## src/rtl/phyerr_trig_pkg.sv

```systemverilog
package phyerr_trig_pkg;

  localparam int NUM_CNT = 2;
  localparam int IDX_MC  = 0;  // multicarrier timing errors
  localparam int IDX_SC  = 1;  // single-carrier timing errors

  typedef enum logic [1:0] {
    CFG_MC_TRIG = 2'd0,
    CFG_SC_TRIG = 2'd1,
    CFG_MC_MASK = 2'd2,
    CFG_SC_MASK = 2'd3
  } cfg_addr_e;

  // Preload value: ceiling minus trigger, floored at zero.
  function automatic logic [63:0] base_calc(input logic [63:0] trig,
                                            input logic [63:0] ceil);
    return (trig >= ceil) ? 64'd0 : (ceil - trig);
  endfunction

endpackage

```

## src/rtl/ptc_cfg_regs.sv

```systemverilog
module ptc_cfg_regs
  import phyerr_trig_pkg::*;
#(
  parameter int                            CNT_W     = 32,
  parameter int                            NUM_TYPES = 32,
  parameter logic [CNT_W-1:0]              COUNTMAX  = 32'hC000_0000,
  parameter logic [NUM_CNT-1:0][CNT_W-1:0] RST_BASE  = '0,
  parameter logic [NUM_CNT-1:0][NUM_TYPES-1:0] RST_MASK = '0
) (
  input  logic                                clk,
  input  logic                                rst,
  input  logic                                wr_valid,
  input  logic [1:0]                          wr_addr,
  input  logic [CNT_W-1:0]                    wr_data,
  output logic [NUM_CNT-1:0][CNT_W-1:0]       base_o,
  output logic [NUM_CNT-1:0][NUM_TYPES-1:0]   mask_o
);

  logic [CNT_W-1:0] new_base;

  assign new_base = CNT_W'(base_calc(64'(wr_data), 64'(COUNTMAX)));

  always_ff @(posedge clk) begin
    if (rst) begin
      base_o <= RST_BASE;
      mask_o <= RST_MASK;
    end else if (wr_valid) begin
      case (cfg_addr_e'(wr_addr))
        CFG_MC_TRIG: base_o[IDX_MC] <= new_base;
        CFG_SC_TRIG: base_o[IDX_SC] <= new_base;
        CFG_MC_MASK: mask_o[IDX_MC] <= NUM_TYPES'(wr_data);
        CFG_SC_MASK: mask_o[IDX_SC] <= NUM_TYPES'(wr_data);
        default:     ;
      endcase
    end
  end

endmodule

```

## src/rtl/ptc_err_counter.sv

```systemverilog
module ptc_err_counter #(
  parameter int                   CNT_W     = 32,
  parameter int                   TYPE_W    = 5,
  parameter int                   NUM_TYPES = 32,
  parameter logic [CNT_W-1:0]     COUNTMAX  = 32'hC000_0000,
  parameter logic [CNT_W-1:0]     RST_BASE  = '0,
  parameter logic [NUM_TYPES-1:0] RST_MASK  = '0
) (
  input  logic                 clk,
  input  logic                 rst,
  input  logic                 restart,
  input  logic                 count_en,
  input  logic                 ev_valid,
  input  logic [TYPE_W-1:0]    ev_type,
  input  logic [CNT_W-1:0]     base_i,
  input  logic [NUM_TYPES-1:0] cfg_mask_i,
  output logic [CNT_W-1:0]     cnt_o,
  output logic [CNT_W-1:0]     net_o,
  output logic                 hit_o
);

  logic [NUM_TYPES-1:0] act_mask_q;
  logic                 inc;

  assign inc   = count_en && ev_valid && act_mask_q[ev_type] && (cnt_o != '1);
  assign hit_o = cnt_o[CNT_W-1] & cnt_o[CNT_W-2];
  assign net_o = (cnt_o < base_i) ? COUNTMAX : (cnt_o - base_i);

  always_ff @(posedge clk) begin
    if (rst) begin
      cnt_o      <= RST_BASE;
      act_mask_q <= RST_MASK;
    end else if (restart) begin
      cnt_o      <= base_i;
      act_mask_q <= count_en ? cfg_mask_i : '0;
    end else begin
      if (!count_en) act_mask_q <= '0;
      if (inc)       cnt_o      <= cnt_o + 1'b1;
    end
  end

endmodule

```

## src/rtl/ptc_readout.sv

```systemverilog
module ptc_readout
  import phyerr_trig_pkg::*;
#(
  parameter int CNT_W = 32
) (
  input  logic                          clk,
  input  logic                          rst,
  input  logic                          restart,
  input  logic                          rd_valid,
  input  logic                          rd_sel,
  input  logic [NUM_CNT-1:0][CNT_W-1:0] raw_i,
  input  logic [NUM_CNT-1:0][CNT_W-1:0] net_i,
  output logic                          rd_ack,
  output logic [CNT_W-1:0]              rd_raw,
  output logic [CNT_W-1:0]              rd_net,
  output logic [CNT_W-1:0]              rd_delta
);

  logic [NUM_CNT-1:0][CNT_W-1:0] prev_q;

  always_ff @(posedge clk) begin
    if (rst) begin
      rd_ack   <= 1'b0;
      rd_raw   <= '0;
      rd_net   <= '0;
      rd_delta <= '0;
      prev_q   <= '0;
    end else begin
      rd_ack <= rd_valid;
      if (rd_valid) begin
        rd_raw   <= raw_i[rd_sel];
        rd_net   <= net_i[rd_sel];
        rd_delta <= net_i[rd_sel] - prev_q[rd_sel];
      end
      if (restart)       prev_q         <= '0;
      else if (rd_valid) prev_q[rd_sel] <= net_i[rd_sel];
    end
  end

endmodule

```

## src/rtl/phyerr_trig_cnt.sv

```systemverilog
module phyerr_trig_cnt
  import phyerr_trig_pkg::*;
#(
  parameter int               CNT_W    = 32,
  parameter int               TYPE_W   = 5,
  parameter logic [CNT_W-1:0] COUNTMAX = 32'hC000_0000,
  parameter logic [CNT_W-1:0] MC_TRIG_DEF = 500,
  parameter logic [CNT_W-1:0] SC_TRIG_DEF = 200,
  parameter int               MC_CODE  = 17,
  parameter int               SC_CODE  = 25
) (
  input  logic              clk,
  input  logic              rst,
  input  logic              wr_valid,
  input  logic [1:0]        wr_addr,
  input  logic [CNT_W-1:0]  wr_data,
  input  logic              restart,
  input  logic              count_en,
  input  logic              ev_valid,
  input  logic [TYPE_W-1:0] ev_type,
  input  logic              rd_valid,
  input  logic              rd_sel,
  output logic              rd_ack,
  output logic [CNT_W-1:0]  rd_raw,
  output logic [CNT_W-1:0]  rd_net,
  output logic [CNT_W-1:0]  rd_delta,
  output logic              irq
);

  localparam int NUM_TYPES = 1 << TYPE_W;
  localparam logic [NUM_CNT-1:0][CNT_W-1:0] RST_BASE = {
    CNT_W'(base_calc(64'(SC_TRIG_DEF), 64'(COUNTMAX))),
    CNT_W'(base_calc(64'(MC_TRIG_DEF), 64'(COUNTMAX)))
  };
  localparam logic [NUM_CNT-1:0][NUM_TYPES-1:0] RST_MASK = {
    NUM_TYPES'(1) << SC_CODE,
    NUM_TYPES'(1) << MC_CODE
  };

  logic [NUM_CNT-1:0][CNT_W-1:0]     base_all;
  logic [NUM_CNT-1:0][NUM_TYPES-1:0] mask_all;
  logic [NUM_CNT-1:0][CNT_W-1:0]     cnt_all;
  logic [NUM_CNT-1:0][CNT_W-1:0]     net_all;
  logic [NUM_CNT-1:0]                hit_all;

  ptc_cfg_regs #(
    .CNT_W(CNT_W), .NUM_TYPES(NUM_TYPES), .COUNTMAX(COUNTMAX),
    .RST_BASE(RST_BASE), .RST_MASK(RST_MASK)
  ) u_cfg (
    .clk(clk), .rst(rst), .wr_valid(wr_valid), .wr_addr(wr_addr),
    .wr_data(wr_data), .base_o(base_all), .mask_o(mask_all)
  );

  for (genvar g = 0; g < NUM_CNT; g++) begin : g_cnt
    ptc_err_counter #(
      .CNT_W(CNT_W), .TYPE_W(TYPE_W), .NUM_TYPES(NUM_TYPES),
      .COUNTMAX(COUNTMAX), .RST_BASE(RST_BASE[g]), .RST_MASK(RST_MASK[g])
    ) u_counter (
      .clk(clk), .rst(rst), .restart(restart), .count_en(count_en),
      .ev_valid(ev_valid), .ev_type(ev_type),
      .base_i(base_all[g]), .cfg_mask_i(mask_all[g]),
      .cnt_o(cnt_all[g]), .net_o(net_all[g]), .hit_o(hit_all[g])
    );
  end

  ptc_readout #(.CNT_W(CNT_W)) u_rd (
    .clk(clk), .rst(rst), .restart(restart), .rd_valid(rd_valid),
    .rd_sel(rd_sel), .raw_i(cnt_all), .net_i(net_all),
    .rd_ack(rd_ack), .rd_raw(rd_raw), .rd_net(rd_net), .rd_delta(rd_delta)
  );

  // Sticky interrupt, released only by restart.
  always_ff @(posedge clk) begin
    if (rst)             irq <= 1'b0;
    else if (restart)    irq <= 1'b0;
    else if (|hit_all)   irq <= 1'b1;
  end

endmodule

```

## config.mk

```make
export PLATFORM = sky130hd
export DESIGN_NAME = phyerr_trig_cnt
export DESIGN_NICKNAME = d
export VERILOG_FILES = /design/src/rtl/phyerr_trig_pkg.sv /design/src/rtl/ptc_cfg_regs.sv /design/src/rtl/ptc_err_counter.sv /design/src/rtl/ptc_readout.sv /design/src/rtl/phyerr_trig_cnt.sv
export SDC_FILE = /design/constraint.sdc
export NUM_CORES = 1
export LEC_CHECK = 0
export BUFFER_PORTS_ARGS = -buffer_cell sky130_fd_sc_hd__buf_2
export CAP_MARGIN = 20
export CORE_MARGIN = 3
export CORE_UTILIZATION = 25
export CTS_BUF_LIST = sky130_fd_sc_hd__clkbuf_4 sky130_fd_sc_hd__clkbuf_8 sky130_fd_sc_hd__clkbuf_16
export DETAILED_ROUTE_END_ITERATION = 6
export PLACE_DENSITY = 0.41
export SETUP_SLACK_MARGIN = 0.5
export SLEW_MARGIN = 20
export SYNTH_ARGS = -nofsm -noshare
export SYNTH_HDL_FRONTEND = slang
export SYNTH_HIERARCHICAL = 1
export SYNTH_SLANG_ARGS = --single-unit
```

## constraint.sdc

```tcl
create_clock -name clk -period 6.4 [get_ports clk]
set_clock_uncertainty 0.15 [all_clocks]
set_input_delay 0.96 -clock clk [delete_from_list [all_inputs] [get_ports clk]]
set_output_delay 0.96 -clock clk [all_outputs]
set_load 0.005 [all_outputs]
```

==> impl_metrics.toml, run 1 <==
[placed_design]
io_buffers = 144
placed_cells = 4145
dp_hpwl_mm = 65.7
place.gp.congestion = 0.865

[global_routing]
grt_pass1_wl_mm = 133
first_global_vias = 20200
grt_max_degree = 81
antenna_found_initial = 0
grt_usage_pct = 17.3
overflow = 0

[clock_tree]
cts_buffers = 53
root_buffer = "clkbuf_16"
cts.clk_slew.worst_paths_ps = 60
cts_hold_buf = 0
h-tree-depth = 2
clockBufferDepth = 3
tritoncts = "yes"
clock_latency_ps = 630
numClockSinks = 418

[pwr]
total_power_w = 0.00917
vdd.ir_drop.worst_mv = 0.202
power_density_nw_per_um2 = 329
power_leakage_nw = 11.5

[hold_path]
holdCritStartpoint = "u_rd/rd_delta[10]"
holdPathEnd = "u_rd/rd_delta[10]"
min_path_cells = 2
hold_path_class = "reg2reg"

[logic_synthesis]
synthDistinctLibCells = 100
synth_top_area_cell = "dfxtp_1"
synth_ff_type = "dfxtp_1"
yosys_warnings = 6
synth.top_cell.area_share_pct = 35.0
syn_nets = 3045
async_flop_share_pct = 0
syn_area_per_cell_um2 = 8.26
synth_edf_count = 0
ys_top_cells_by_area = "dfxtp_1 (35%), mux2i_1 (8.1%), nand2_1 (6.5%)"
ys_ff_latch = 418
synth-seq-area-share_pct = 35.0
synth_area_um2 = 23900
syn_inst = 2895

[routing]
drc = 0
via_per_inst = 4.94
finalWirelength_mm = 88.5
wire_per_inst_um = 20.8
drtIter0Drc = 1339
drtPass1Iterations = 5
via_count = 21000
ant_nets = 0

[final_layout]
nNetsFinal = 3098
layout_commonest_cell = "dfxtp_1"
final_cell_mix = "dfxtp_1 (418), nand2_1 (413), nor2_1 (290), a21oi_1 (251), mux2i_1 (192)"
drive_above_1_share_pct = 14.0
area.growth.synth_to_final_pct = 16.7
instances_no_fill = 4248

[worst_setup_path]
rr_worst_depth = 21
cp_max_fo = 8
crit_family = "compound AO/OA/AOI/OAI gates"
startpoint_type = "register"
cpPeakStageDelay_ps = 470
end_kind = "register"
r2r_slack_ps = 770
crit_type = "reg2reg"
crit_arrival_ps = 5950
critPathRequiredTime_ps = 6720
rr_endpoint = "u_rd/rd_delta[27]"
cp_slowest_cell = "ha_1"
crit_chain = "inv_1 -> ha_1 -> a21o_1 -> or3_1 -> o221a_2 -> a311o_1 -> a41o_1 -> nand3_1 -> and3b_2 -> buf_4 -> buf_4 -> nor2_1 -> mux2_2 -> ha_1 -> and4_1 -> nand3_1 -> a211oi_2 -> o211ai_1 -> a21oi_1 -> mux2i_1 -> o311ai_0"
path_buf_inv = 3
rr_startpoint = "u_cfg/base_o[5]"
crit_cells = 21

[timing]
setup_violations = 0
fmax_mhz = 178
post-route-period-util_pct = 88.0
hold_violations = 0
relSlewSlack_pct = 23.3
tightest_slew_ps = 1150
slew_violations = 0
rsz0062_at_grt = "yes"
fin_crit_ps = 5630
finalSetupTns_ps = 0

[floorplanning]
rows = 112
coreArea_um2 = 94200
pin_count = 145
die_h_um = 315
die_w_um = 315
initial_core_util_pct = 25.4
dieArea_um2 = 99400

[run]
maxCapViolations = 0

[run_status]
status = "completed"
## sequential cells by signal, indices dropped and copies added, names as in the netlist
signal                      count
g_cnt.u_counter/act_mask_q     64
g_cnt.u_counter/cnt_o          64
u_cfg/base_o                   64
u_cfg/mask_o                   64
u_rd/prev_q                    64
u_rd/rd_delta                  32
u_rd/rd_net                    32
u_rd/rd_raw                    32
irq                             1
u_rd/rd_ack                     1
## tightest hold or removal path, delay by kind of cell, from the launching register on
| kind | cells | cell delay [ps] |
|---|---|---|
| flip-flops | 1 | 320 |
| AO/OA/AOI/OAI | 1 | 50 |
| AND/OR/NAND/NOR | 1 | 40 |
## routing by layer
layer  wire, µm  up-vias  GRT usage (%)
met2      40300      451           28.1
met1      43100    10000           24.6
met3       3510       88           2.27
li1           -    10400              -
met4       1620        0           3.49
met5          0        -              0
## through the flow
step	worst slack (ps)	cell area [µm²]	hold WS, ps	utilization, %
finish	769	27900	297	29.6
global placement	359	25800	284	27.4
detailed placement	238	25800	288	27.4
floorplan	1100	23900	283	-
global route	469	27900	320	29.6
CTS	481	27800	302	29.5
## report_power, final
part	internal, W	total, W	switching, W
Sequential	0.00279	0.00292	0.000134
Clock	0.00208	0.00333	0.00126
Combinational	0.00113	0.00291	0.00178
Total	0.00600	0.00917	0.00318
## synthesized netlist by cell type (21+ instances only)
cell type / n
dfxtp_1: 418
nand2_1: 413
nor2_1: 295
a21oi_1: 256
mux2i_1: 193
clkbuf_1: 146
inv_1: 101
ha_1: 100
o21ai_0: 98
xnor2_1: 68
nand3_1: 61
a211oi_1: 60
xor2_1: 60
a21o_1: 52
nand4_1: 45
nor3_1: 45
mux2_2: 39
and3_1: 28
a221o_1: 25
nor4_1: 21
## worst max-delay path by stage
stage	start	endpoint	slack [ps]
4_1_cts	g_cnt[1].u_counter/cnt_o[0]	u_rd/rd_delta[28]	480
6_report	u_cfg/base_o[5]	u_rd/rd_delta[27]	770
3_3_place_gp	g_cnt[1].u_counter/cnt_o[0]	u_rd/rd_delta[28]	360
5_1_grt	g_cnt[1].u_counter/cnt_o[0]	u_rd/rd_delta[28]	470
3_5_place_dp	g_cnt[1].u_counter/cnt_o[0]	u_rd/rd_delta[28]	240
2_1_floorplan	g_cnt[1].u_counter/cnt_o[0]	u_rd/rd_delta[28]	1100
## cells by family (layout without fill, tap and decap cells)
kind of cell | after synthesis | in the layout | synth area share [%]
AO/OA/AOI/OAI | 661 | 661 | 17.9
XOR/XNOR | 128 | 128 | 4.69
adder cells (fa/ha/maj) | 103 | 103 | 5.48
buffers and inverters | 286 | 383 | 4.83
flip-flops | 418 | 418 | 35.0
multiplexers | 249 | 249 | 11.5
other | 0 | 2 | 0
AND/OR/NAND/NOR | 1050 | 1050 | 20.6
## final cells by class
cell class                 count  area, µm²
antenna                        2       5.00
tap                         1254       1570
fill                       10200      66300
inverter                     102        383
clock buffer                  76       1570
sequential                   418       8370
clock inverter                23        399
multi-input combinational   2191      14600
timing repair buffer         182       1040
## repair_timing
action,4_1_cts,5_1_grt
endpoints found under the hold margin,0,0
buffers inserted,0,2
setup endpoints to repair,5,18
gates resized for setup,6,28
pin swaps,1,3
Note: power is estimated with default switching activity, not from simulation.
==> run 2, diff against run 1 <==
--- a/config.mk
+++ b/config.mk
@@ -12,6 +12,7 @@
 export CTS_BUF_LIST = sky130_fd_sc_hd__clkbuf_4 sky130_fd_sc_hd__clkbuf_8 sky130_fd_sc_hd__clkbuf_16
 export DETAILED_ROUTE_END_ITERATION = 6
 export PLACE_DENSITY = 0.41
+export REMOVE_ABC_BUFFERS = 1
 export SETUP_SLACK_MARGIN = 0.5
 export SLEW_MARGIN = 20
 export SYNTH_ARGS = -nofsm -noshare
==> run 2 against run 1 <==
Clock power about the same. Utilization is essentially flat. Final cell count is essentially flat. Sequential share of layout area about the same. Critical path type unchanged. Critical endpoint is now u_rd/rd_delta[30]. Largest cell class unchanged. Largest power group unchanged. Highest routed layer unchanged.
==> impl_metrics.toml, run 2 (synthesis results as in run 1) <==
[floorplanning]
pin_count = 145
dieArea_um2 = 99400
die_w_um = 315
rows = 112
initial_core_util_pct = 25.4
die_h_um = 315
coreArea_um2 = 94200

[final_layout]
fillers = 10300
nNetsFinal = 3104
instances_no_fill = 4251
layout_commonest_cell = "dfxtp_1"
drive_above_1_share_pct = 14.1
final_cell_mix = "dfxtp_1 (418), nand2_1 (413), nor2_1 (293), a21oi_1 (251), mux2i_1 (192)"
area.growth.synth_to_final_pct = 16.6

[placed_design]
io_buffers = 144
placed_cells = 4153
dp_hpwl_mm = 63.0
place.gp.congestion = 0.852

[clock_tree]
numClockSinks = 418
cts.clk_slew.worst_paths_ps = 60
h-tree-depth = 2
root_buffer = "clkbuf_16"
clock_latency_ps = 620
clockBufferDepth = 3
cts_buffers = 52
tritoncts = "yes"

[pwr]
share_comb_of_total_power_pct = 31.2
pwr-share-seq_pct = 32.2
power_density_nw_per_um2 = 326
p_sw_share_pct = 34.2
power_leakage_nw = 11.5
p_clk_share_pct = 36.6
p_int_w = 0.00598
vdd.ir_drop.worst_mv = 0.251
switching_power_w = 0.00310

[routing]
via_count = 20900
via_per_inst = 4.91
drtIter0Drc = 1221
finalWirelength_mm = 84.9
ant_nets = 0
wire_per_inst_um = 20.0
drtPass1Iterations = 5
drc = 0

[worst_setup_path]
crit_arrival_ps = 6020
crit_type = "reg2reg"
critPathRequiredTime_ps = 6750
end_kind = "register"
cp_max_fo = 24
rr_worst_depth = 21
startpoint_type = "register"

[timing]
fin_crit_ps = 5670
fmax_mhz = 176
post-route-period-util_pct = 88.6
tightest_slew_ps = 1030
hold_violations = 0
finalSetupTns_ps = 0
rsz0062_at_grt = "yes"
setup_violations = 0
slew_violations = 0
relSlewSlack_pct = 31.4

[run]
maxCapViolations = 0

[global_routing]
overflow = 0
grt_pass1_wl_mm = 129
first_global_vias = 20200
antenna_found_initial = 3
grt_usage_pct = 16.7
grt_max_degree = 59

[hold_path]
hold_path_class = "reg2reg"
min_path_cells = 2

[run_status]
status = "completed"
run 2: metrics by stage:
step           util (%)  total power [W]  hold slack, ps  area [µm²]  worst slack, ps
2_1_floorplan         -          0.00475             280       23200              996
3_3_place_gp       27.4          0.00577             281       25800              237
3_5_place_dp       27.4          0.00576             288       25800              208
4_1_cts            29.5          0.00918             302       27800              538
5_1_grt            29.6          0.00962             312       27900              459
6_report           29.6          0.00909             295       27900              732
run 2: area by class of cell:
type	instances	area [µm²]	share of cell area, %
clock buffers	66	1480	5.30
repair buffers	189	1090	3.92
flip-flops and latches	418	8370	30.0
multi-input cells	2191	14600	52.2
diodes	2	5.00	0.0179
well taps	1254	1570	5.62
inverters	102	383	1.37
clock inverters	29	447	1.60
run 2: layer usage:
| layer | track usage [%] | wire length [µm] | vias up |
|---|---|---|---|
| li1 | - | - | 10400 |
| met1 | 23.9 | 41900 | 9915 |
| met2 | 26.5 | 37600 | 462 |
| met3 | 2.19 | 3730 | 91 |
| met4 | 3.97 | 1740 | 0 |
| met5 | 0 | 0 | - |
run 2: power groups by stage:
stage / logic [W] / clock network (W) / registers (W)
6_report: 0.00284 / 0.00333 / 0.00292
5_1_grt: 0.00314 / 0.00354 / 0.00295
4_1_cts: 0.00280 / 0.00344 / 0.00293
3_5_place_dp: 0.00277 / 0 / 0.00299
3_3_place_gp: 0.00278 / 0 / 0.00299
2_1_floorplan: 0.00180 / 0 / 0.00295
run 2: final timing paths:
check	startpoint	to	slack, ps
worst min register to register	u_rd/rd_delta[22]	u_rd/rd_delta[22]	290
worst max-delay path	g_cnt[1].u_counter/cnt_o[0]	u_rd/rd_delta[30]	730
worst max register to register	g_cnt[1].u_counter/cnt_o[0]	u_rd/rd_delta[30]	730
worst min-delay path	u_rd/rd_delta[22]	u_rd/rd_delta[22]	290
run 2: timing repair:
item / in CTS / in global routing
pin swaps: 1 / 5
setup buffers: 0 / 1
resized for setup: 7 / 24
hold buffers: 0 / 0
hold endpoints to repair: 0 / 0
endpoints found under the setup margin: 9 / 14
run 2: critical path, cell delays in order (launching register included):
cell and delay [ps]:
dfxtp_1 350, inv_1 110, ha_1 210, fa_1 380
nor2b_1 170, o2111ai_1 200, a32oi_2 330, a21oi_2 150
a21o_1 220, a31o_2 240, o31a_1 370, buf_6 240
nor2_1 180, mux2_2 230, ha_1 300, a21o_1 210
a311oi_2 300, o21bai_2 160, o21ba_1 250, o21a_1 210
or3_1 340, a32o_1 240
